--- config.mk ---
export PLATFORM = sky130hd
export DESIGN_NAME = thermal_watch
export DESIGN_NICKNAME = d
export VERILOG_FILES = /design/src/rtl/thermal_watch_pkg.sv /design/src/rtl/thermal_cmp_lane.sv /design/src/rtl/thermal_peak_track.sv /design/src/rtl/thermal_irq_merge.sv /design/src/rtl/thermal_watch.sv
export SDC_FILE = /design/constraint.sdc
export NUM_CORES = 1
export LEC_CHECK = 0
export ABC_AREA = 1
export BUFFER_PORTS_ARGS = -buffer_cell sky130_fd_sc_hd__buf_4
export CORE_UTILIZATION = 51
export DETAILED_ROUTE_END_ITERATION = 12
export PLACE_DENSITY = 0.81
export SLEW_MARGIN = 20
export SYNTH_ARGS = -nofsm -noshare
export SYNTH_HDL_FRONTEND = slang
export SYNTH_SLANG_ARGS = --single-unit
--- constraint.sdc ---
create_clock -name clk -period 2.3 [get_ports clk]
set_input_delay 0.115 -clock clk [delete_from_list [all_inputs] [get_ports clk]]
set_output_delay 0.115 -clock clk [all_outputs]
set_load 0.02 [all_outputs]
--- src/rtl/thermal_watch_pkg.sv ---
package thermal_watch_pkg;

    // Where a reading falls relative to one threshold
    typedef enum logic [1:0] {
        REL_BELOW = 2'd0,
        REL_EQUAL = 2'd1,
        REL_ABOVE = 2'd2
    } rel_t;

    localparam int TEMP_W_DEFAULT  = 8;
    localparam int NUM_THR_DEFAULT = 3;

endpackage

--- src/rtl/thermal_cmp_lane.sv ---
module thermal_cmp_lane
    import thermal_watch_pkg::*;
#(
    parameter int TEMP_W = TEMP_W_DEFAULT
) (
    input  logic              clk,
    input  logic              rst_n,
    input  logic              sample_valid,
    input  logic [TEMP_W-1:0] sample_code,
    input  logic [TEMP_W-1:0] thr_level,
    input  logic              en_over,
    input  logic              en_under,
    input  logic              clr_over,
    input  logic              clr_under,
    output logic              over_flag,
    output logic              under_flag
);

    typedef struct packed {
        logic over;
        logic under;
    } lane_state_t;

    lane_state_t st_d, st_q;
    rel_t        rel;

    always_comb begin
        if (sample_code > thr_level)      rel = REL_ABOVE;
        else if (sample_code < thr_level) rel = REL_BELOW;
        else                              rel = REL_EQUAL;
    end

    always_comb begin
        st_d = st_q;
        if (sample_valid && en_over && rel == REL_ABOVE)
            st_d.over = 1'b1;
        if (sample_valid && en_under && rel == REL_BELOW)
            st_d.under = 1'b1;
        // clear takes precedence over a same-cycle set
        if (clr_over)
            st_d.over = 1'b0;
        if (clr_under)
            st_d.under = 1'b0;
    end

    always_ff @(posedge clk or negedge rst_n) begin
        if (!rst_n) st_q <= '0;
        else        st_q <= st_d;
    end

    assign over_flag  = st_q.over;
    assign under_flag = st_q.under;

    assert_over_cause_R2: assert property (@(posedge clk) disable iff (!rst_n)
        $rose(st_q.over) |-> $past(sample_valid && en_over && !clr_over
                                   && (sample_code > thr_level)));

    assert_under_cause_R3: assert property (@(posedge clk) disable iff (!rst_n)
        $rose(st_q.under) |-> $past(sample_valid && en_under && !clr_under
                                    && (sample_code < thr_level)));

    assert_over_sticky_R5: assert property (@(posedge clk) disable iff (!rst_n)
        (st_q.over && !clr_over) |=> st_q.over);

    assert_under_sticky_R5: assert property (@(posedge clk) disable iff (!rst_n)
        (st_q.under && !clr_under) |=> st_q.under);

    assert_over_clear_R7: assert property (@(posedge clk) disable iff (!rst_n)
        clr_over |=> !st_q.over);

    assert_under_clear_R7: assert property (@(posedge clk) disable iff (!rst_n)
        clr_under |=> !st_q.under);

endmodule

--- src/rtl/thermal_peak_track.sv ---
module thermal_peak_track
    import thermal_watch_pkg::*;
#(
    parameter int TEMP_W = TEMP_W_DEFAULT
) (
    input  logic              clk,
    input  logic              rst_n,
    input  logic              sample_valid,
    input  logic [TEMP_W-1:0] sample_code,
    input  logic              clr_max,
    input  logic              clr_min,
    output logic [TEMP_W-1:0] peak_hi,
    output logic [TEMP_W-1:0] peak_lo
);

    localparam logic [TEMP_W-1:0] HI_INIT = '0;
    localparam logic [TEMP_W-1:0] LO_INIT = '1;

    typedef struct packed {
        logic [TEMP_W-1:0] hi;
        logic [TEMP_W-1:0] lo;
    } peak_state_t;

    peak_state_t pk_d, pk_q;

    always_comb begin
        pk_d = pk_q;
        if (clr_max)
            pk_d.hi = HI_INIT;
        else if (sample_valid && sample_code > pk_q.hi)
            pk_d.hi = sample_code;
        if (clr_min)
            pk_d.lo = LO_INIT;
        else if (sample_valid && sample_code < pk_q.lo)
            pk_d.lo = sample_code;
    end

    always_ff @(posedge clk or negedge rst_n) begin
        if (!rst_n) begin
            pk_q.hi <= HI_INIT;
            pk_q.lo <= LO_INIT;
        end else begin
            pk_q <= pk_d;
        end
    end

    assign peak_hi = pk_q.hi;
    assign peak_lo = pk_q.lo;

    assert_hi_monotonic_R8: assert property (@(posedge clk) disable iff (!rst_n)
        !clr_max |=> pk_q.hi >= $past(pk_q.hi));

    assert_hi_covers_R8: assert property (@(posedge clk) disable iff (!rst_n)
        (sample_valid && !clr_max) |=> pk_q.hi >= $past(sample_code));

    assert_lo_monotonic_R9: assert property (@(posedge clk) disable iff (!rst_n)
        !clr_min |=> pk_q.lo <= $past(pk_q.lo));

    assert_lo_covers_R9: assert property (@(posedge clk) disable iff (!rst_n)
        (sample_valid && !clr_min) |=> pk_q.lo <= $past(sample_code));

    assert_hi_reinit_R10: assert property (@(posedge clk) disable iff (!rst_n)
        clr_max |=> pk_q.hi == HI_INIT);

    assert_lo_reinit_R10: assert property (@(posedge clk) disable iff (!rst_n)
        clr_min |=> pk_q.lo == LO_INIT);

    assert_idle_hold_R12: assert property (@(posedge clk) disable iff (!rst_n)
        (!sample_valid && !clr_max && !clr_min) |=> $stable(pk_q));

endmodule

--- src/rtl/thermal_irq_merge.sv ---
module thermal_irq_merge
    import thermal_watch_pkg::*;
#(
    parameter int NUM_THR = NUM_THR_DEFAULT
) (
    input  logic [NUM_THR-1:0] over_flags,
    input  logic [NUM_THR-1:0] under_flags,
    input  logic [NUM_THR-1:0] en_over,
    input  logic [NUM_THR-1:0] en_under,
    output logic               irq
);

    logic [NUM_THR-1:0] lane_active;

    for (genvar gi = 0; gi < NUM_THR; gi++) begin : g_active
        assign lane_active[gi] = (over_flags[gi] & en_over[gi])
                               | (under_flags[gi] & en_under[gi]);
    end

    assign irq = |lane_active;

endmodule

--- src/rtl/thermal_watch.sv ---
module thermal_watch
    import thermal_watch_pkg::*;
#(
    parameter int TEMP_W    = TEMP_W_DEFAULT,
    parameter int NUM_THR   = NUM_THR_DEFAULT,
    localparam int THR_BUS_W = TEMP_W * NUM_THR
) (
    input  logic                 clk,
    input  logic                 rst_n,
    input  logic                 sample_valid,
    input  logic [TEMP_W-1:0]    sample_code,
    input  logic [THR_BUS_W-1:0] thr_levels,
    input  logic [NUM_THR-1:0]   en_over,
    input  logic [NUM_THR-1:0]   en_under,
    input  logic [NUM_THR-1:0]   clr_over,
    input  logic [NUM_THR-1:0]   clr_under,
    input  logic                 clr_max,
    input  logic                 clr_min,
    output logic [NUM_THR-1:0]   over_flags,
    output logic [NUM_THR-1:0]   under_flags,
    output logic [TEMP_W-1:0]    peak_hi,
    output logic [TEMP_W-1:0]    peak_lo,
    output logic                 irq
);

    for (genvar gi = 0; gi < NUM_THR; gi++) begin : g_lane
        thermal_cmp_lane #(
            .TEMP_W (TEMP_W)
        ) u_lane (
            .clk          (clk),
            .rst_n        (rst_n),
            .sample_valid (sample_valid),
            .sample_code  (sample_code),
            .thr_level    (thr_levels[gi*TEMP_W +: TEMP_W]),
            .en_over      (en_over[gi]),
            .en_under     (en_under[gi]),
            .clr_over     (clr_over[gi]),
            .clr_under    (clr_under[gi]),
            .over_flag    (over_flags[gi]),
            .under_flag   (under_flags[gi])
        );
    end

    thermal_peak_track #(
        .TEMP_W (TEMP_W)
    ) u_peak (
        .clk          (clk),
        .rst_n        (rst_n),
        .sample_valid (sample_valid),
        .sample_code  (sample_code),
        .clr_max      (clr_max),
        .clr_min      (clr_min),
        .peak_hi      (peak_hi),
        .peak_lo      (peak_lo)
    );

    thermal_irq_merge #(
        .NUM_THR (NUM_THR)
    ) u_irq (
        .over_flags  (over_flags),
        .under_flags (under_flags),
        .en_over     (en_over),
        .en_under    (en_under),
        .irq         (irq)
    );

    // an interrupt always has a stored alarm behind it
    assert_irq_source_R11: assert property (@(posedge clk) disable iff (!rst_n)
        irq |-> ((over_flags != '0) || (under_flags != '0)));

    // with every enable off, the interrupt line stays low
    assert_irq_masked_R11: assert property (@(posedge clk) disable iff (!rst_n)
        ((en_over == '0) && (en_under == '0)) |-> !irq);

endmodule

* Word-level counts from Yosys, hierarchy flattened
Cells that the tools add are included.
W data, S select, Z words.
** Operators by class
- $lt $le $gt $ge :: 8
- Equal/unequal tests :: 3
- Multiplexer cells :: 22
- Bitwise operators :: 9
- Reduce and logical (&&, ||, !) cells :: 26
** Operator list (count)
- $gt A8 B8 Y1 :: 4
- $lt A8 B8 Y1 :: 4
- $mux W8 :: 4
- $reduce_bool A2 Y1 :: 8
- $mux W1 :: 15
- $logic_and A1 B1 Y1 :: 14
- $and A1 B1 Y1 :: 6
- $eq A2 B2 Y1 const B :: 3
- $logic_not A2 Y1 :: 3
- $mux W2 :: 3
- $or A1 B1 Y1 :: 3
- $reduce_or A3 Y1 :: 1
** Word-level totals
- Flip-flop bits (word level) :: 22
- Output and inout bits :: 23

* Longest topological paths before layout
Gate-level depths: netlist (run 1).
- Depth after elaboration :: 7
- Gate-level depth with buffers :: 12
- Mapped depth without buffers :: 12

* Hierarchy
From an unflattened synthesis (run 1), not the netlist that was laid out.
** Unflattened totals
- Cells, all modules :: 300
- Area total of the unflattened synthesis :: 2137.0 um^2
** Modules (own cells, without submodules)
- thermal_peak_track :: instances 1, cells each 144, area each 1142.3 um^2, sequential area each 410.4 um^2
- thermal_cmp_lane :: instances 3, cells each 48, area each 316.6 um^2, sequential area each 50.0 um^2
- thermal_irq_merge :: instances 1, cells each 12, area each 45.0 um^2, sequential area each 0.0 um^2

* Worst setup path before layout (run 1)
No wires, ideal clock.
- Path type :: reg2reg
- Start point :: register u_peak.pk_q (netlist bit u_peak.peak_lo[7])
- End point :: register u_peak.pk_q (netlist bit u_peak.peak_lo[1])
- Setup time :: 0.060 ns
- Arrival :: 1.623 ns
- Data required time :: 2.240 ns
- Setup slack :: 0.617 ns
- Stages on the path, launching flop included :: 12
- Period minus slack after synthesis :: 1.683 ns
- Cells stage by stage :: dfstp_2 inv_1 ha_1 nand2_1 nand2_2 nor2_2 nand2_2 a21oi_4 nand2_4 nand2_4 nand2_1 nand2_1
** On the way
- Longest elaborated chain between the ends :: 3
** Ends and longest elaborated chain
- from (decl) :: line thermal_peak_track.sv:24 : peak_state_t pk_d, pk_q;
- from (signal assigned) :: line thermal_peak_track.sv:43 : pk_q <= pk_d;
- $lt A8 B8 Y1 :: line thermal_peak_track.sv:34 : else if (sample_valid && sample_code < pk_q.lo)
- $logic_and A1 B1 Y1 :: line thermal_peak_track.sv:34
- $reduce_bool A2 Y1 (no source line)
No other way between the ends.
A chain may end at the register's enable or synchronous reset.

* Worst setup path after layout (run 1)
- Start point :: register u_peak.pk_q (netlist bit u_peak.peak_hi[3])
- End point :: register u_peak.pk_q (netlist bit u_peak.peak_hi[6])
** On the way
- Longest elaborated chain between the ends :: 3
** Ends and longest elaborated chain
- $gt A8 B8 Y1 :: line thermal_peak_track.sv:30 : else if (sample_valid && sample_code > pk_q.hi)
- $logic_and A1 B1 Y1 :: line thermal_peak_track.sv:30
- $reduce_bool A2 Y1 (no source line)
No other way between the ends.

==> metrics.txt, run 1 <==
status finished clean; CP Class reg -> reg; H-Tree Depth 1; full die area 4430 µm²; Iteration-0 DRC Markers 65; Final GP Congestion 0.783; met2 WL 2450 µm; DRC 0; clk sinks 22; final hold violation count 0; leakage power 0.00165 µW; Yosys top cell by area ha_1; RSZ-0062 raised after global routing no; Vias/cell 5.02; DRT Wirelength 4940 µm; Die H 66.5 µm; clk root buf clkbuf_8; Synth Cell Area 2120 µm²; RR Startpoint u_peak.peak_hi[3]$_DFFE_PN0P_; initial antenna violation count 0; dpl ws 590 ps; crit share post-route 74.9%; PwrDens 455 nW/µm²; data required time of the worst path 2460 ps; # IOs 72; first-pass GRT wire length 8080 µm; Initial Util 53.1%; Slew @ Worst Pin 469 ps; WHS 125 ps; Synth area leaders ha_1 23%, dfrtp_1 16%, nand2_1 14%; CTS max path bufs 2; hold path start sample_code[0]; final-stage net count 456; FF-to-FF setup slack 580 ps; routed wl met3 270 µm; num rows 23; n_diodes 0; Yosys Warn Count 0; post-synth net total 381; Synth Instances 293; CTS tree yes; worst setup margin 576 ps; clk_skew 4.11 ps; largest net degree at the start of global routing 23; Seq/Total Area, Yosys 26.4%; Pwr Total 1270 µW; half-perimeter wire length after placement 4040 µm; CP Max Fanout 9; Post-Syn Area per Cell 7.25 µm²; crit end category register; highest metal used met4; Min-Delay Endpoint u_peak.peak_lo[0]$_DFFE_PN1P_; Hold Path Class in -> reg; Max Cap Violations 0; 1st-pass router iterations 4; Synth top area share 23.0%; Layout Utilization 69.7%; FF-to-FF End u_peak.peak_hi[6]$_DFFE_PN0P_; Max Slew Vio Count 0; DR WL/cell 11.9 µm; Die Wd 66.5 µm; min Tclk post-route 1720 ps; vias in the first global route 1,886; layout cells sized above 1 27.5%; Skew-Pair Late Insertion Delay 260 ps; final setup TNS 0 ps; Peak VDD IR 265 µV; total grt overflow 0; hold path cells 3; CTS resizes 0; #FFs+latches synth 22; Fmax 580 MHz; crit path DAT 1880 ps; WL met1 2150 µm; Clk pin slew, worst setup/hold paths 90 ps; GRT Util Overall 24.1%; Core ar. 4000 µm²; Vias 2,095; layout overhead on the synthesized area 31.3%; Detail Route Antenna Nets 0; CTS Buf Count 3; Slew HR 68.7%; IO buf count 71; element type at the critical path start register; synth unique cells 23; final setup fails 0; R2R depth 8
final cells by class:
class	instances	area, µm²
Multi-Input combinational cell	204	1280
Fill cell	342	1210
Timing Repair Buffer	78	603
Sequential cell	22	561
Inverter	59	224
Tap cell	50	62.6
Clock buffer	4	55.1
kinds of logic after synthesis:
| logic type | after synthesis | synth area share, % |
|---|---|---|
| AO/OA/AOI/OAI | 29 | 8.66 |
| adder cells (fa/ha/maj) | 39 | 23.0 |
| buffers and inverters | 67 | 13.2 |
| flip-flops | 22 | 26.4 |
| AND/OR/NAND/NOR | 136 | 28.8 |
stage by stage:
step | std cells | area (µm²)
2_1_floorplan | 293 | 2120
3_3_place_gp | 406 | 2660
3_5_place_dp | 406 | 2660
4_1_cts | 417 | 2790
5_1_grt | 417 | 2790
6_report | 417 | 2790
placed cells by master, fill, tap and decap left out, drive strengths merged:
| cell | netlist | layout |
|---|---|---|
| a221oi | 1 | 1 |
| nand4 | 9 | 9 |
| nand3 | 21 | 21 |
| a21oi | 20 | 20 |
| a21boi | 1 | 1 |
| buf | 8 | 71 |
| o21a | 4 | 4 |
| inv | 59 | 59 |
| dfrtp | 14 | 14 |
| or2 | 4 | 4 |
| nand2 | 86 | 86 |
| o21bai | 3 | 3 |
| nand3b | 3 | 3 |
| ha | 39 | 39 |
| clkbuf | 0 | 4 |
| nor2 | 13 | 13 |
| dfstp | 8 | 8 |
| dlygate4sd3 | 0 | 7 |
how the worst max path moves through the flow:
| stage | start | to | slack (ps) | cells past startpoint |
|---|---|---|---|---|
| floorplan | u_peak.peak_lo[7]$_DFFE_PN1P_ | u_peak.peak_lo[1]$_DFFE_PN1P_ | 620 | 11 |
| CTS | u_peak.peak_lo[7]$_DFFE_PN1P_ | u_peak.peak_lo[2]$_DFFE_PN1P_ | 570 | 11 |
| detailed placement | u_peak.peak_lo[7]$_DFFE_PN1P_ | u_peak.peak_lo[2]$_DFFE_PN1P_ | 590 | 11 |
| global placement | u_peak.peak_lo[7]$_DFFE_PN1P_ | u_peak.peak_lo[4]$_DFFE_PN1P_ | 650 | 11 |
| global route | u_peak.peak_lo[7]$_DFFE_PN1P_ | u_peak.peak_lo[3]$_DFFE_PN1P_ | 450 | 11 |
| finish | u_peak.peak_hi[3]$_DFFE_PN0P_ | u_peak.peak_hi[6]$_DFFE_PN0P_ | 580 | 8 |
synthesized netlist by cell type (all sizes together):
master and instances:
nand3 21, dfstp 8, buf 8, nand4 9, o21bai 3, inv 59
ha 39, a21boi 1, nand3b 3, a21oi 20, nor2 13, dfrtp 14
or2 4, o21a 4, nand2 86, a221oi 1
power breakdown:
| group | leakage, µW | internal, µW | switching [µW] |
|---|---|---|---|
| combinational | 0.00135 | 231 | 283 |
| sequential | 0.000273 | 436 | 32.6 |
| clock | 0.0000288 | 153 | 133 |
flip-flops by register name (all words and copies together), names as in the netlist:
register	cells
g_lane.u_lane.over_flag	3
g_lane.u_lane.under_flag	3
u_peak.peak_hi	8
u_peak.peak_lo	8
critical path, cell delays in order, from the launching register on:
cell	delay, ps
dfrtp_1	380
inv_1	50
ha_1	290
nand2_1	90
nor2_1	70
a21boi_2	350
nand2_2	210
nand3_1	110
nand2_1	60
timing repair:
item,CTS,global route
setup endpoints to repair,0,0
hold endpoints to repair,28,0
hold buffers,7,0
setup buffers,0,0
layer usage:
| metal | GRT usage (%) | vias up |
|---|---|---|
| met2 | 42.6 | 66 |
| li1 | - | 1076 |
| met5 | 0 | - |
| met1 | 30.0 | 945 |
| met4 | 5.05 | 0 |
| met3 | 4.97 | 8 |
No activity file was read; power rests on OpenSTA's default activity.
==> inputs of run 2 (changes only) <==
==> constraint.sdc (replaced) <==
create_clock -name clk -period 1.8 [get_ports clk]
set_input_delay 0.09 -clock clk [delete_from_list [all_inputs] [get_ports clk]]
set_output_delay 0.09 -clock clk [all_outputs]
set_load 0.02 [all_outputs]
==> run 2 against run 1 <==
Hold slack worse by 33 ps. Core utilization is 1.0 points higher. Critical endpoint is now u_peak.peak_lo[0]$_DFFE_PN1P_. Maximum frequency is 0.68% lower. Non-clock buffer count is 3 higher. Largest cell class unchanged. Sequential cell count stayed put. Clock power is 31% higher. Worst setup slack worse by 510 ps. Via count is 0.38% higher.
==> metrics.txt, run 2 (same netlist as run 1, synthesis figures left out) <==
full die area 4430 µm² (unchanged); clk root buf clkbuf_8; num rows 23 (unchanged); final setup fails 0 (unchanged); leakage power 0.00167 µW (+1.0%); final-stage net count 460 (+0.88%); CP Class reg -> reg; crit path DAT 1950 ps (+70 ps); Core ar. 4000 µm² (unchanged); most frequent cells in the layout 79 x nand2_1, 74 x buf_4, 55 x inv_1; initial antenna violation count 0 (unchanged); layout overhead on the synthesized area 33.2%; DRT Wirelength 5030 µm (+1.8%); crit end category register; commonest non-fill, non-tap cell in the layout nand2_1; Pwr Total 1650 µW (+30%); Vias 2,103 (+0.38%); Slew HR 69.7% (+0.98 points); first-pass GRT wire length 7950 µm (-1.6%); Initial Util 53.1% (unchanged); Hold Path Class in -> reg; largest net degree at the start of global routing 23 (unchanged); CTS Buf Count 3 (unchanged); Die H 66.5 µm (unchanged); DRC 0 (unchanged); n_diodes 0 (unchanged); final hold violation count 0 (unchanged); Fmax 576 MHz (-0.68%); total grt overflow 0 (unchanged); half-perimeter wire length after placement 3970 µm (-1.7%); DR WL/cell 12.0 µm (+0.81%); Max Slew Vio Count 0 (unchanged); IO buf count 71 (unchanged); CTS max path bufs 2 (unchanged); element type at the critical path start register; worst setup margin 64.4 ps (-512 ps); Skew-Pair Late Insertion Delay 270 ps (about the same); GRT Util Overall 23.7% (-0.45 points); clk sinks 22 (unchanged); Final GP Congestion 0.794 (+1.3%); 1st-pass router iterations 4 (unchanged); layout cells sized above 1 28.6% (+1.1 points); status finished clean; Die Wd 66.5 µm (unchanged); Slew @ Worst Pin 454 ps (-14.7 ps); area of the multi-input gates 1300 µm² (+1.5%); Max Cap Violations 0 (unchanged); clk_skew 2.86 ps (-1.25 ps); CTS tree yes; # IOs 72 (unchanged); CP Max Fanout 6 (-3); H-Tree Depth 1 (unchanged); Detail Route Antenna Nets 0 (unchanged); crit share post-route 96.4% (+21 points); data required time of the worst path 2020 ps (-440 ps); vias in the first global route 1,884 (-0.11%); PwrDens 582 nW/µm² (+28%); Peak VDD IR 364 µV (+38%); storage element area 561 µm² (unchanged); min Tclk post-route 1740 ps (+11.8 ps); Vias/cell 5.00 (-0.57%); Iteration-0 DRC Markers 45 (-31%); Clk pin slew, worst setup/hold paths 90 ps (about the same); FILL cells 346 (+1.2%); dpl ws 45.4 ps (-544 ps)
[run 2: power breakdown]
group	total (µW)	internal [µW]	switching (µW)
Clock	376	196	180
Combinational	673	306	367
Sequential	598	557	40.7
[run 2: cell type report]
| class | instances | share of cell area [%] |
|---|---|---|
| flip-flops and latches | 22 | 19.8 |
| inverters | 59 | 7.92 |
| multi-input cells | 205 | 46.0 |
| clock buffers | 4 | 1.95 |
| repair buffers | 81 | 22.1 |
| well taps | 50 | 2.21 |
[run 2: metrics by stage]
step	std cells	hold slack [ps]	util (%)	TNS (ps)	area, µm²
2_1_floorplan	293	-206	-	0	2120
3_3_place_gp	407	-1.84	66.8	0	2670
3_5_place_dp	407	-0.114	66.8	0	2670
4_1_cts	418	90.9	69.9	0	2800
5_1_grt	421	110	70.7	-73.6	2830
6_report	421	92.2	70.7	0	2830
[run 2: final timing paths]
kind	slack, ps	to	start	cells after the start
hold / removal	90	u_peak.peak_lo[0]$_DFFE_PN1P_	sample_code[0]	3
max in group asynchronous	1280	u_peak.peak_lo[4]$_DFFE_PN1P_	rst_n	2
hold reg to reg	500	u_peak.peak_lo[6]$_DFFE_PN1P_	u_peak.peak_lo[6]$_DFFE_PN1P_	2
setup / recovery	60	u_peak.peak_lo[0]$_DFFE_PN1P_	u_peak.peak_lo[7]$_DFFE_PN1P_	10
min in group asynchronous	240	u_peak.peak_hi[4]$_DFFE_PN0P_	rst_n	2
setup reg to reg	60	u_peak.peak_lo[0]$_DFFE_PN1P_	u_peak.peak_lo[7]$_DFFE_PN1P_	10
[run 2: layer usage]
| layer | global-route usage [%] | share of wire (%) | up-vias |
|---|---|---|---|
| met5 | 0 | 0 | - |
| met4 | 6.91 | 1.4 | 0 |
| met3 | 4.62 | 5.5 | 8 |
| met2 | 42.2 | 50 | 68 |
| met1 | 28.5 | 43 | 940 |
| li1 | - | - | 1087 |
[run 2: what timing repair did]
action | CTS | global route
gates resized for setup | 0 | 1
hold buffers | 7 | 0
setup endpoints to repair | 0 | 7
buffers inserted | 0 | 2
endpoints found under the hold margin | 28 | 0
[run 2: critical path, stage by stage (launching register included)]
cell     delay [ps]
dfstp_2         560
inv_1            70
ha_4            220
nand2_1          70
nand2_2          50
nor2_2          100
nand2_2          70
a21oi_4         230
buf_4           160
nand3_1          70
nand3_1          90
==> inputs of run 3 (changes only) <==
--- a/config.mk
+++ b/config.mk
@@ -7,9 +7,11 @@
 export LEC_CHECK = 0
 export ABC_AREA = 1
 export BUFFER_PORTS_ARGS = -buffer_cell sky130_fd_sc_hd__buf_4
-export CORE_UTILIZATION = 51
+export CELL_PAD_IN_SITES_DETAIL_PLACEMENT = 0
+export CELL_PAD_IN_SITES_GLOBAL_PLACEMENT = 1
+export CORE_UTILIZATION = 36
 export DETAILED_ROUTE_END_ITERATION = 12
-export PLACE_DENSITY = 0.81
+export PLACE_DENSITY_LB_ADDON = 0.1
 export SLEW_MARGIN = 20
 export SYNTH_ARGS = -nofsm -noshare
 export SYNTH_HDL_FRONTEND = slang
==> run 3 against run 2 <==
Clock skew is 3.6 ps higher. Die area up 40%. Cell area grew 1.8%. Cell count up 5.5%. Highest routed layer unchanged.
==> metrics.txt, run 3 (same netlist as run 1, synthesis figures left out) <==
CTS Buf Count 3 (unchanged); status finished clean; CP Class reg -> reg; IO buf count 71 (unchanged); Finished Layout Cells 444 (+5.5%); GRT Util Overall 17.9% (-5.7 points); element type at the critical path start register; area of the multi-input gates 1300 µm² (unchanged); clk_skew 6.48 ps (+3.63 ps); Clk pin slew, worst setup/hold paths 90 ps (about the same); initial antenna violation count 0 (unchanged); Slew @ Worst Pin 474 ps (+19.3 ps); 1st-pass router iterations 4 (unchanged); Placed Area 2710 µm² (+1.3%); Vias/cell 4.62 (-7.5%); crit end category register; Final GP Congestion 0.758 (-4.5%); Max Cap Violations 0 (unchanged); Skew-Pair Late Insertion Delay 270 ps (about the same); DRC 0 (unchanged); worst path buffer plus inverter count 2 (unchanged); commonest non-fill, non-tap cell in the layout nand2_1; final-stage net count 461 (+0.22%); layout overhead on the synthesized area 35.7%; crit path DAT 1890 ps (-60 ps); RR Startpoint u_peak.peak_lo[7]$_DFFE_PN1P_; crit path from u_peak.peak_lo[7]$_DFFE_PN1P_; layout cells sized above 1 28.8% (+0.19 points); num rows 27 (+17%); FILL cells 571 (+65%); end point of the critical path u_peak.peak_lo[0]$_DFFE_PN1P_; Iteration-0 DRC Markers 64 (+42%); crit-path leading delay family flip-flops; Hold Path Class in -> reg; Slew HR 68.4% (-1.3 points); most frequent cells in the layout 79 x nand2_1, 75 x buf_4, 55 x inv_1; post-route cell area 2880 µm² (+1.8%); DR WL/cell 12.0 µm (+0.19%); storage element area 561 µm² (unchanged); Layout Utilization 51.4% (-19 points); dpl ws 95.7 ps (+50.3 ps); Cells after DPL 430 (+5.7%); FF-to-FF setup slack 130 ps (+70 ps); CTS max path bufs 2 (unchanged); final hold violation count 0 (unchanged); Initial Util 37.9% (-15 points); full die area 6210 µm² (+40%); Peak VDD IR 301 µV (-17%); clk root buf clkbuf_8; PwrDens 610 nW/µm² (+4.8%); Fmax 600 MHz (+4.1%); total grt overflow 0 (unchanged); min Tclk post-route 1670 ps (-68.0 ps); CP max stage delay 550 ps (about the same); crit share post-route 92.6% (-3.8 points); R2R depth 10 (unchanged); DRT Wirelength 5320 µm (+5.7%); worst setup margin 132 ps (+68.0 ps); stages on the worst setup path 10 (unchanged); n_diodes 0 (unchanged); Cell Chain, Critical Path inv_1 -> ha_4 -> nand2_1 -> nand2_2 -> nor2_2 -> nand2_2 -> a21oi_4 -> buf_4 -> nand3_1 -> nand3_1; Detail Route Antenna Nets 0 (unchanged); leakage power 0.00168 µW (+0.72%); data required time of the worst path 2020 ps (about the same); first-pass GRT wire length 8600 µm (+8.2%); H-Tree Depth 1 (unchanged); Vias 2,051 (-2.5%); Die Wd 78.8 µm (+18%); Die H 78.8 µm (+18%); CP Max Fanout 5 (-1); # IOs 72 (unchanged); Core ar. 5610 µm² (+40%); Max Slew Vio Count 0 (unchanged); FF-to-FF End u_peak.peak_lo[0]$_DFFE_PN1P_; half-perimeter wire length after placement 4210 µm (+6.1%); Slowest cell on crit path dfstp_2; CTS tree yes; RSZ-0062 raised after global routing no; final setup TNS 0 ps (unchanged); largest net degree at the start of global routing 23 (unchanged); clk sinks 22 (unchanged); vias in the first global route 1,905 (+1.1%); final setup fails 0 (unchanged)
-- run 3: power by group --
group          internal [µW]  switching (µW)  total (µW)
Sequential               557            39.4         596
Clock                    298             183         481
Combinational            310             370         680
Total                   1160             593        1760
-- run 3: cell type report --
class	instances	share of cell area [%]
inverter	59	7.78
clock inverter	1	1.04
multi-input combinational	205	45.2
timing repair buffer	82	22.0
sequential	22	19.5
tap	72	3.13
clock buffer	3	1.43
-- run 3: worst min path at each step --
stage | from | to | depth (start not counted)
after floorplan | rst_n | g_lane[0].u_lane.over_flag$_DFFE_PN0P_ | 0
after global placement | rst_n | u_peak.peak_hi[0]$_DFFE_PN0P_ | 1
after detailed placement | rst_n | u_peak.peak_hi[0]$_DFFE_PN0P_ | 1
after CTS | sample_code[0] | u_peak.peak_lo[0]$_DFFE_PN1P_ | 3
after global routing | sample_code[0] | u_peak.peak_lo[0]$_DFFE_PN1P_ | 3
final | clr_min | u_peak.peak_lo[0]$_DFFE_PN1P_ | 3
-- run 3: worst register-to-register path: stages (launching register included) --
cell and delay (ps):
dfstp_2 550, inv_1 60, ha_4 220, nand2_1 70, nand2_2 50, nor2_2 90, nand2_2 60, a21oi_4 200
buf_4 160, nand3_1 70, nand3_1 90
-- run 3: stage by stage --
stage                     total power, µW  hold WS [ps]
after floorplan                       999          -206
after global placement               1260          5.70
after detailed placement             1270          4.20
after CTS                            1770          94.0
after global routing                 1890           103
final                                1760           101
-- run 3: metal layers --
metal  vias up  part of all wire (%)  global-route usage, %
met5         -                     0                      0
met1       910                    45                   22.4
met2        53                    50                   32.1
li1       1084                     -                      -
met3         4                   5.0                   3.33
met4         0                  0.56                   3.33
-- run 3: timing repair --
item                       CTS  global route
gates resized for setup      0             1
hold endpoints to repair    28             0
setup buffers                0             2
hold buffers                 7             0
setup endpoints to repair    0             8
